## src/rtl/msi_pkg.sv

```systemverilog
`timescale 1ns/1ps
package msi_pkg;
  typedef enum logic [1:0] {ST_I = 2'b00, ST_S = 2'b01, ST_M = 2'b10} line_st_e;
  typedef enum logic [1:0] {BUS_NONE = 2'b00, BUS_RD = 2'b01, BUS_RDX = 2'b10, BUS_WB = 2'b11} bus_op_e;
  typedef enum logic [1:0] {PR_NONE = 2'b00, PR_RD = 2'b01, PR_WR = 2'b10, PR_REPL = 2'b11} pr_op_e;
endpackage

```

## src/rtl/msi_snoop_rule.sv

```systemverilog
`timescale 1ns/1ps
module msi_snoop_rule
  import msi_pkg::*;
(
  input  line_st_e st_i,
  input  logic     hit_i,
  input  bus_op_e  op_i,
  output line_st_e st_o,
  output logic     flush_o
);
  always_comb begin
    st_o    = st_i;
    flush_o = 1'b0;
    if (hit_i) begin
      unique case (op_i)
        BUS_RD: if (st_i == ST_M) begin
          st_o    = ST_S;
          flush_o = 1'b1;
        end
        BUS_RDX: begin
          st_o    = ST_I;
          flush_o = (st_i == ST_M);
        end
        default: ;
      endcase
    end
  end
endmodule

```

## src/rtl/msi_proc_rule.sv

```systemverilog
`timescale 1ns/1ps
module msi_proc_rule
  import msi_pkg::*;
(
  input  line_st_e st_i,
  input  logic     hit_i,
  input  pr_op_e   op_i,
  output line_st_e st_o,
  output bus_op_e  bus_o,
  output logic     load_tag_o,
  output logic     load_wdata_o,
  output logic     load_fill_o
);
  logic victim_dirty;
  assign victim_dirty = !hit_i && (st_i == ST_M);

  always_comb begin
    st_o         = st_i;
    bus_o        = BUS_NONE;
    load_tag_o   = 1'b0;
    load_wdata_o = 1'b0;
    load_fill_o  = 1'b0;
    unique case (op_i)
      PR_RD: begin
        if (victim_dirty) begin
          bus_o = BUS_WB;
          st_o  = ST_I;
        end else if (!hit_i) begin
          bus_o       = BUS_RD;
          st_o        = ST_S;
          load_tag_o  = 1'b1;
          load_fill_o = 1'b1;
        end
      end
      PR_WR: begin
        if (victim_dirty) begin
          bus_o = BUS_WB;
          st_o  = ST_I;
        end else begin
          // hit in M is silent; everything else needs ownership
          if (!(hit_i && st_i == ST_M)) bus_o = BUS_RDX;
          st_o         = ST_M;
          load_tag_o   = !hit_i;
          load_wdata_o = 1'b1;
        end
      end
      PR_REPL: begin
        if (hit_i) begin
          if (st_i == ST_M) bus_o = BUS_WB;
          st_o = ST_I;
        end
      end
      default: ;
    endcase
  end
endmodule

```

## src/rtl/msi_line.sv

```systemverilog
`timescale 1ns/1ps
module msi_line
  import msi_pkg::*;
#(
  parameter int unsigned TAG_W  = 4,
  parameter int unsigned DATA_W = 16
) (
  input  logic              clk_i,
  input  logic              rst_ni,
  input  logic              snp_sel_i,
  input  logic [TAG_W-1:0]  snp_tag_i,
  input  bus_op_e           snp_op_i,
  input  logic              pr_sel_i,
  input  pr_op_e            pr_op_i,
  input  logic [TAG_W-1:0]  pr_tag_i,
  input  logic [DATA_W-1:0] pr_wdata_i,
  input  logic [DATA_W-1:0] fill_i,
  output logic              flush_o,
  output logic [DATA_W-1:0] flush_data_o,
  output bus_op_e           bus_op_o,
  output logic [TAG_W-1:0]  bus_tag_o,
  output logic [DATA_W-1:0] bus_data_o,
  output line_st_e          look_st_o
);
  line_st_e          st_q, mid_st, nxt_st;
  logic [TAG_W-1:0]  tag_q;
  logic [DATA_W-1:0] data_q;
  logic              snp_hit, pr_hit, load_tag, load_wdata, load_fill;
  pr_op_e            pr_op_eff;

  assign snp_hit   = snp_sel_i && (st_q != ST_I) && (tag_q == snp_tag_i);
  assign pr_op_eff = pr_sel_i ? pr_op_i : PR_NONE;

  msi_snoop_rule u_snoop (
    .st_i   (st_q),
    .hit_i  (snp_hit),
    .op_i   (snp_op_i),
    .st_o   (mid_st),
    .flush_o(flush_o)
  );

  // snoop result feeds the processor rule
  assign pr_hit = (mid_st != ST_I) && (tag_q == pr_tag_i);

  msi_proc_rule u_proc (
    .st_i        (mid_st),
    .hit_i       (pr_hit),
    .op_i        (pr_op_eff),
    .st_o        (nxt_st),
    .bus_o       (bus_op_o),
    .load_tag_o  (load_tag),
    .load_wdata_o(load_wdata),
    .load_fill_o (load_fill)
  );

  always_ff @(posedge clk_i or negedge rst_ni) begin
    if (!rst_ni) begin
      st_q   <= ST_I;
      tag_q  <= '0;
      data_q <= '0;
    end else begin
      st_q <= nxt_st;
      if (load_tag)        tag_q  <= pr_tag_i;
      if (load_wdata)      data_q <= pr_wdata_i;
      else if (load_fill)  data_q <= fill_i;
    end
  end

  assign flush_data_o = flush_o ? data_q : '0;
  assign bus_tag_o    = (bus_op_o == BUS_WB) ? tag_q : pr_tag_i;
  assign bus_data_o   = (bus_op_o == BUS_WB) ? data_q : '0;
  assign look_st_o    = ((load_tag ? pr_tag_i : tag_q) == pr_tag_i) ? nxt_st : ST_I;

  a_r2_read_hit_silent: assert property (@(posedge clk_i) disable iff (!rst_ni)
    (pr_sel_i && pr_op_i == PR_RD && pr_hit && !snp_hit) |=> $stable(st_q));

  a_r3_write_owns: assert property (@(posedge clk_i) disable iff (!rst_ni)
    (pr_sel_i && pr_op_i == PR_WR && !(st_q == ST_M && tag_q != pr_tag_i)) |=> (st_q == ST_M));

  a_r4_snoop_rd_downgrades: assert property (@(posedge clk_i) disable iff (!rst_ni)
    (snp_hit && snp_op_i == BUS_RD && st_q == ST_M && !pr_sel_i) |=> (st_q == ST_S));

  a_r5_snoop_rdx_drops: assert property (@(posedge clk_i) disable iff (!rst_ni)
    (snp_hit && snp_op_i == BUS_RDX && !pr_sel_i) |=> (st_q == ST_I));

  a_r8_mismatch_ignored: assert property (@(posedge clk_i) disable iff (!rst_ni)
    (snp_sel_i && snp_op_i != BUS_NONE && tag_q != snp_tag_i && !pr_sel_i)
      |=> ($stable(st_q) && $stable(tag_q) && $stable(data_q)));
endmodule

```

## src/rtl/msi_snoop_ctrl.sv

```systemverilog
`timescale 1ns/1ps
module msi_snoop_ctrl
  import msi_pkg::*;
#(
  parameter int unsigned ADDR_W = 6,
  parameter int unsigned IDX_W  = 2,
  parameter int unsigned DATA_W = 16
) (
  input  logic              clk_i,
  input  logic              rst_ni,
  input  logic [1:0]        pr_op_i,
  input  logic [ADDR_W-1:0] pr_addr_i,
  input  logic [DATA_W-1:0] pr_wdata_i,
  input  logic [DATA_W-1:0] bus_rdata_i,
  input  logic [1:0]        snp_op_i,
  input  logic [ADDR_W-1:0] snp_addr_i,
  output logic [1:0]        bus_op_o,
  output logic [ADDR_W-1:0] bus_addr_o,
  output logic [DATA_W-1:0] bus_data_o,
  output logic              flush_o,
  output logic [DATA_W-1:0] flush_data_o,
  output logic [1:0]        pr_state_o
);
  localparam int unsigned LINES = 1 << IDX_W;
  localparam int unsigned TAG_W = ADDR_W - IDX_W;

  logic [IDX_W-1:0] pr_idx, snp_idx;
  logic [TAG_W-1:0] pr_tag, snp_tag;
  assign pr_idx  = pr_addr_i[IDX_W-1:0];
  assign pr_tag  = pr_addr_i[ADDR_W-1:IDX_W];
  assign snp_idx = snp_addr_i[IDX_W-1:0];
  assign snp_tag = snp_addr_i[ADDR_W-1:IDX_W];

  logic              l_flush [LINES];
  logic [DATA_W-1:0] l_fdata [LINES];
  bus_op_e           l_bus   [LINES];
  logic [TAG_W-1:0]  l_btag  [LINES];
  logic [DATA_W-1:0] l_bdata [LINES];
  line_st_e          l_look  [LINES];
  logic [LINES-1:0]  issue_vec;

  for (genvar g = 0; g < LINES; g++) begin : g_line
    msi_line #(.TAG_W(TAG_W), .DATA_W(DATA_W)) u_line (
      .clk_i       (clk_i),
      .rst_ni      (rst_ni),
      .snp_sel_i   (snp_idx == IDX_W'(g)),
      .snp_tag_i   (snp_tag),
      .snp_op_i    (bus_op_e'(snp_op_i)),
      .pr_sel_i    (pr_idx == IDX_W'(g)),
      .pr_op_i     (pr_op_e'(pr_op_i)),
      .pr_tag_i    (pr_tag),
      .pr_wdata_i  (pr_wdata_i),
      .fill_i      (bus_rdata_i),
      .flush_o     (l_flush[g]),
      .flush_data_o(l_fdata[g]),
      .bus_op_o    (l_bus[g]),
      .bus_tag_o   (l_btag[g]),
      .bus_data_o  (l_bdata[g]),
      .look_st_o   (l_look[g])
    );
    assign issue_vec[g] = (l_bus[g] != BUS_NONE);
  end

  always_ff @(posedge clk_i or negedge rst_ni) begin
    if (!rst_ni) begin
      bus_op_o     <= BUS_NONE;
      bus_addr_o   <= '0;
      bus_data_o   <= '0;
      flush_o      <= 1'b0;
      flush_data_o <= '0;
      pr_state_o   <= ST_I;
    end else begin
      bus_op_o     <= l_bus[pr_idx];
      bus_addr_o   <= (l_bus[pr_idx] == BUS_NONE) ? '0 : {l_btag[pr_idx], pr_idx};
      bus_data_o   <= l_bdata[pr_idx];
      flush_o      <= l_flush[snp_idx];
      flush_data_o <= l_fdata[snp_idx];
      pr_state_o   <= l_look[pr_idx];
    end
  end

  a_r11_single_issuer: assert property (@(posedge clk_i) disable iff (!rst_ni)
    $onehot0(issue_vec));

  a_r11_flush_one_cycle: assert property (@(posedge clk_i) disable iff (!rst_ni)
    (flush_o && $past(snp_op_i) != 2'b01 && $past(snp_op_i) != 2'b10) |-> 1'b0);

  a_r2_read_miss_shared: assert property (@(posedge clk_i) disable iff (!rst_ni)
    (bus_op_o == BUS_RD) |-> (pr_state_o == ST_S));
endmodule

```

## config.mk

```make
export PLATFORM = sky130hd
export DESIGN_NAME = msi_snoop_ctrl
export DESIGN_NICKNAME = d
export VERILOG_FILES = /design/src/rtl/msi_pkg.sv /design/src/rtl/msi_snoop_rule.sv /design/src/rtl/msi_proc_rule.sv /design/src/rtl/msi_line.sv /design/src/rtl/msi_snoop_ctrl.sv
export SDC_FILE = /design/constraint.sdc
export NUM_CORES = 1
export LEC_CHECK = 0
export BUFFER_PORTS_ARGS = -buffer_cell sky130_fd_sc_hd__clkbuf_2
export CORE_MARGIN = 1
export CORE_UTILIZATION = 40
export CTS_CLUSTER_DIAMETER = 80
export DETAILED_ROUTE_END_ITERATION = 10
export HOLD_SLACK_MARGIN = 0.1
export PLACE_DENSITY = 0.57
export SKIP_CTS_REPAIR_TIMING = 1
export SYNTH_ARGS = -nofsm -noshare
export SYNTH_HDL_FRONTEND = slang
export SYNTH_HIERARCHICAL = 1
export SYNTH_SLANG_ARGS = --single-unit
```

## constraint.sdc

```tcl
create_clock -name clk_i -period 7.4 [get_ports clk_i]
set_clock_uncertainty 0.05 [all_clocks]
set_input_delay 1.11 -clock clk_i [delete_from_list [all_inputs] [get_ports clk_i]]
set_output_delay 1.11 -clock clk_i [all_outputs]
set_load 0.03 [all_outputs]
```

* Word-level counts from Yosys, hierarchy flattened
Cells that the tools add are included.
** Word-level totals
- Flip-flop bits (word level) :: 131
** Cells by class
- Magnitude comparators :: 2
- Equal/unequal tests :: 44
- Mux-type cells :: 151
- Bitwise logic cells :: 2
- Reductions and logical operators :: 39
** Operators with widths (count)
- $mux 16 :: 20
- $mux 2 :: 56
- $bmux 16 s2 :: 2
- $eq 2x2->1 const B :: 25
- $eq 4x4->1 :: 12
- $pmux 2 s3 :: 8
- $mux 4 :: 10
- $mux 1 :: 38
- $reduce_bool 2->1 :: 12
- $logic_and 1x1->1 :: 20
- $pmux 1 s2 :: 8
- $pmux 2 s2 :: 4
- $eq 2x1->1 const B :: 7
- $bmux 2 s2 :: 2
- $bmux 4 s2 :: 1
- $ge 3x3->1 const B :: 2
- $logic_not 2->1 :: 3
- $mux 6 :: 1
- $not 2->3 :: 2
- $logic_not 1->1 :: 4
- $bmux 1 s2 :: 1

* Depth between registers and ports, before layout
- Depth after elaboration :: 16
- Mapped depth :: 15
- Mapped depth without buffers :: 14

* Hierarchy
Netlist, hierarchy kept.
** Modules (own cells, without submodules)
- msi_line :: times used 4, cells an instance 137, area each 1337.5 sq um, sequential area each 550.5 sq um
- msi_snoop_ctrl :: times used 1, cells an instance 108, area each 2168.3 sq um, sequential area each 1076.0 sq um
- msi_proc_rule :: times used 4, cells an instance 28, area each 205.2 sq um, sequential area each 0.0 sq um
- msi_snoop_rule :: times used 4, cells an instance 8, area each 61.3 sq um, sequential area each 0.0 sq um

* Worst setup path before layout
OpenSTA, ideal clock, no wires.
- Kind :: input port to flip-flop
- From :: input snp_addr_i[1]
- To :: register bus_addr_o[2]
- Arrival :: 4102 ps
- Path slack :: 3129 ps
- Cell stages on the path :: 15
- Buffers on the path :: 1
- Cell sequence :: clkbuf_1 nor2b_1 o211ai_1 nor4_1 and3b_1 o32a_2 nor2_1 nor2_1 or2_0 a21oi_1 nor3_2 nand2_2 mux2_2 mux4_1 o21a_1
** RTL lines
- start: declaration :: RTL line msi_snoop_ctrl.sv:16 : input logic [ADDR_W-1:0] snp_addr_i,
- end signal: assignment :: RTL line msi_snoop_ctrl.sv:74 : bus_addr_o <= (l_bus[pr_idx] == BUS_NONE) ? '0 : {l_btag[pr_idx], pr_idx};
- end: declaration :: RTL line msi_snoop_ctrl.sv:18 : output logic [ADDR_W-1:0] bus_addr_o,

==> run metrics <==
status complete, no violations; port buffer count 92; die area about 22000 um^2; reg2reg setup slack 3.56 ns; Max Root-Sink Buffers 2; gr ovfl total 0; Sequential Power Share 0.436; placed insts 1143; CP startpoint kind input port; fin crit period ~4.8 ns; CTS Sinks 131; Worst Hold Endpoint g_line[2].u_line/data_q[1]; worst reg2reg path depth 15; via count 6536; worst path cell trace clkbuf_2 -> nor2b_1 -> o211ai_1 -> nor4_1 -> and3b_1 -> o32a_2 -> nor2_1 -> nor2_1 -> or2_0 -> a21oi_1 -> nor3_2 -> buf_4 -> nand2_2 -> mux2_2 -> mux4_1 -> o21a_1; HPWL after DPL 15.9 mm; Logic pwr share 0.172; Final #Nets 957; Final setup viols 0; Sw Ratio 0.301; pin count of the biggest net entering global routing slightly below 90; Initial Util 0.408; Hold Path Origin g_line[2].u_line/data_q[1]; Synth Area in Compound Gates 0.0915; CTS root buffer clkbuf_16; IO Count 93; Mapped Avg Cell Area 10.7 um^2; Via-to-Cell Ratio about 5.6; VDD IR max 0.141 mV; Slew @ Worst Pin 1.18 ns; slowest stage cell on the critical path clkbuf_2; Sw Pwr about 0.66 mW; Pleak 4.42 nW; clk_lat worst skew 0.42 ns; htree depth 4; worst rel slew slack 0.212; post-synthesis cell type count 41; reg-to-reg critical path endpoint bus_addr_o[2]; first-pass GRT wire length 37.7 mm; Net Count, Synth 870; area of the core around 21000 um^2; GRT Total Usage 0.227; DR iter-0 viols 558; critical path data required time 7.66 ns; ant diodes 0; most used cell, CP nor2_1; post-synthesis simple-gate area fraction 0.192; Int Power 1.54 mW; Hold Path Depth 2; PwrDens 222 nW/um^2; mux cell area share after synthesis 0.234; synthesized instance count 800; critical path type in2reg; FILL cells 2007; final WL ~24 mm; routability cong. 0.817; critical path's top delay family simple AND/OR/NAND/NOR gates; Post-Syn Area between 8000 and 9000 um^2; Area growth syn-to-layout 15.2%; vias in the first global route 6392; Final Hold Viols 0; Setup TNS 0 ns; initial antenna violation count 0; post-route ant nets 0; Hold Path Class reg2reg; Synth Register Bits 131; chip width 148 um; sequential area share after synthesis 0.382; WL per Instance 20.5 um; clk slew on worst S/H paths 0.06 ns; # rows 53; residual DRC count 0; CP endpoint kind flop; synth warn 6; RR Startpoint g_line[0].u_line/tag_q[0]; Bufs and invs on worst path 2; count of pins over their slew limit 0; RSZ-0062 raised after global routing no; Post-Synth XOR/XNOR Area 0.0326; Die H 148 um; largest family of logic cells by synthesized area multiplexers; TritonCTS clock tree done; crit share post-route 0.648; arrival time at the worst endpoint between 5 and 6 ns; adder-cell share of the synthesized area 0.0292; clock share of power 0.392; maxcap violations 0; Core Util, Final 0.470; largest stage delay on the critical path about 0.62 ns; 1st-pass router iterations 6; CTS buffer count 17; highest clock rate between 200 and 250 MHz; share of cells above drive strength 1 0.261; Crit Path Max Fanout 21; Post-Layout Cell Count 1175
[synthesized netlist by cell type, drive strengths merged]
cell    number  area, um^2
ha          20         250
nand2       68         265
o21a         6        45.0
and3        64         400
nor2b       16         100
mux2i       64         641
nor2        14        52.6
xnor2       20         175
inv         20        75.1
and2b        4        30.0
xor2        12         105
or2          4        25.0
nand2b       8        50.1
clkbuf      19        71.3
o21ai       88         440
nor3         8        60.1
nand3b       4        30.0
o211ai       4        30.0
and3b        4        35.0
o32ai        4        65.1
mux4        41         946
buf         23         190
nor4         4        25.0
mux2        36         420
a41oi        4        65.1
a21oi       12        60.1
nor3b        8        60.1
nand4        4        25.0
and2        78         488
o32a         4        45.0
dfrtp      131        3280
o31a         4        35.0
[state kept, by name (all words and copies together) (netlist names)]
name                  cells
g_line.u_line/data_q     64
bus_data_o               16
flush_data_o             16
g_line.u_line/tag_q      16
g_line.u_line/st_q        8
bus_addr_o                6
bus_op_o                  2
pr_state_o                2
flush_o                   1
[how the worst max path moves through the flow]
stage                                to     startpoint  slack [ns]  cells after the start
after floorplan           bus_addr_o[2]  snp_addr_i[1]        3.13                     15
after global placement    bus_addr_o[2]  snp_addr_i[0]        2.35                     16
after detailed placement  bus_addr_o[2]  snp_addr_i[0]        2.20                     16
after CTS                 bus_addr_o[2]  snp_addr_i[0]        2.63                     16
after global routing      bus_addr_o[5]  snp_addr_i[0]        2.28                     16
final                     bus_addr_o[2]  snp_addr_i[0]        2.60                     16
[layer usage]
metal  up-vias  global-route usage  wire (um)
met3        28              0.0291       1040
li1       3052                   -          -
met1      3269               0.332      11600
met2       187               0.347      10900
met5         -                   0          0
met4         0              0.0742        507
[power by group through the flow]
stage	clock network (mW)	registers, mW	logic [mW]
after floorplan	0	0.922	0.279
after global placement	0	0.969	0.372
after detailed placement	0	0.970	0.378
after CTS	0.881	0.959	0.379
after global routing	0.906	0.976	0.420
final	0.862	0.960	0.378
[cell type report]
class,count,area [um^2],area share
clock buffer,22,474,0.0480
clock inverter,10,124,0.0125
inverter,20,75.1,0.00759
multi-input combinational,607,4990,0.505
sequential,131,3280,0.332
tap,275,344,0.0348
timing repair buffer,110,602,0.0609
[tightest hold or removal path, stage by stage (launching register included)]
cell	delay, ns
dfrtp_1	0.35
mux2i_1	0.07
o21ai_1	0.11
[placed cells by master (no fill, tap or decap), types with 6 or more instances in the layout]
master       n
nor2b_1     16
mux4_2      35
o21a_1       6
and3_1      64
dfrtp_1    131
clkbuf_2    91
xor2_1      12
and2_1      78
nand2_1     64
mux4_1       6
nand2b_1     8
a21oi_1     12
clkbuf_16   17
mux2_2      32
xnor2_1     20
mux2i_1     64
o21ai_1     48
nor2_1      14
o21ai_0     40
ha_1        20
buf_4       18
inv_1       20
[per-stage QoR]
stage | area [um^2] | hold WS [ns] | setup WS [ns] | total power [mW]
floorplan | 8580 | 0.472 | 3.13 | 1.20
global placement | 9290 | 0.496 | 2.35 | 1.34
detailed placement | 9290 | 0.506 | 2.20 | 1.35
CTS | 9890 | 0.519 | 2.63 | 2.22
global route | 9890 | 0.556 | 2.28 | 2.30
finish | 9890 | 0.513 | 2.60 | 2.20
[kinds of logic (layout without fill, tap and decap cells)]
logic type / Yosys count / in the layout
AND/OR/NAND/NOR: 288 / 288
XOR/XNOR: 32 / 32
AO/OA/AOI/OAI: 126 / 126
flip-flops: 131 / 131
adder cells (fa/ha/maj): 20 / 20
buffers and inverters: 62 / 162
multiplexers: 141 / 141
Note: power is estimated with default switching activity, not from simulation.
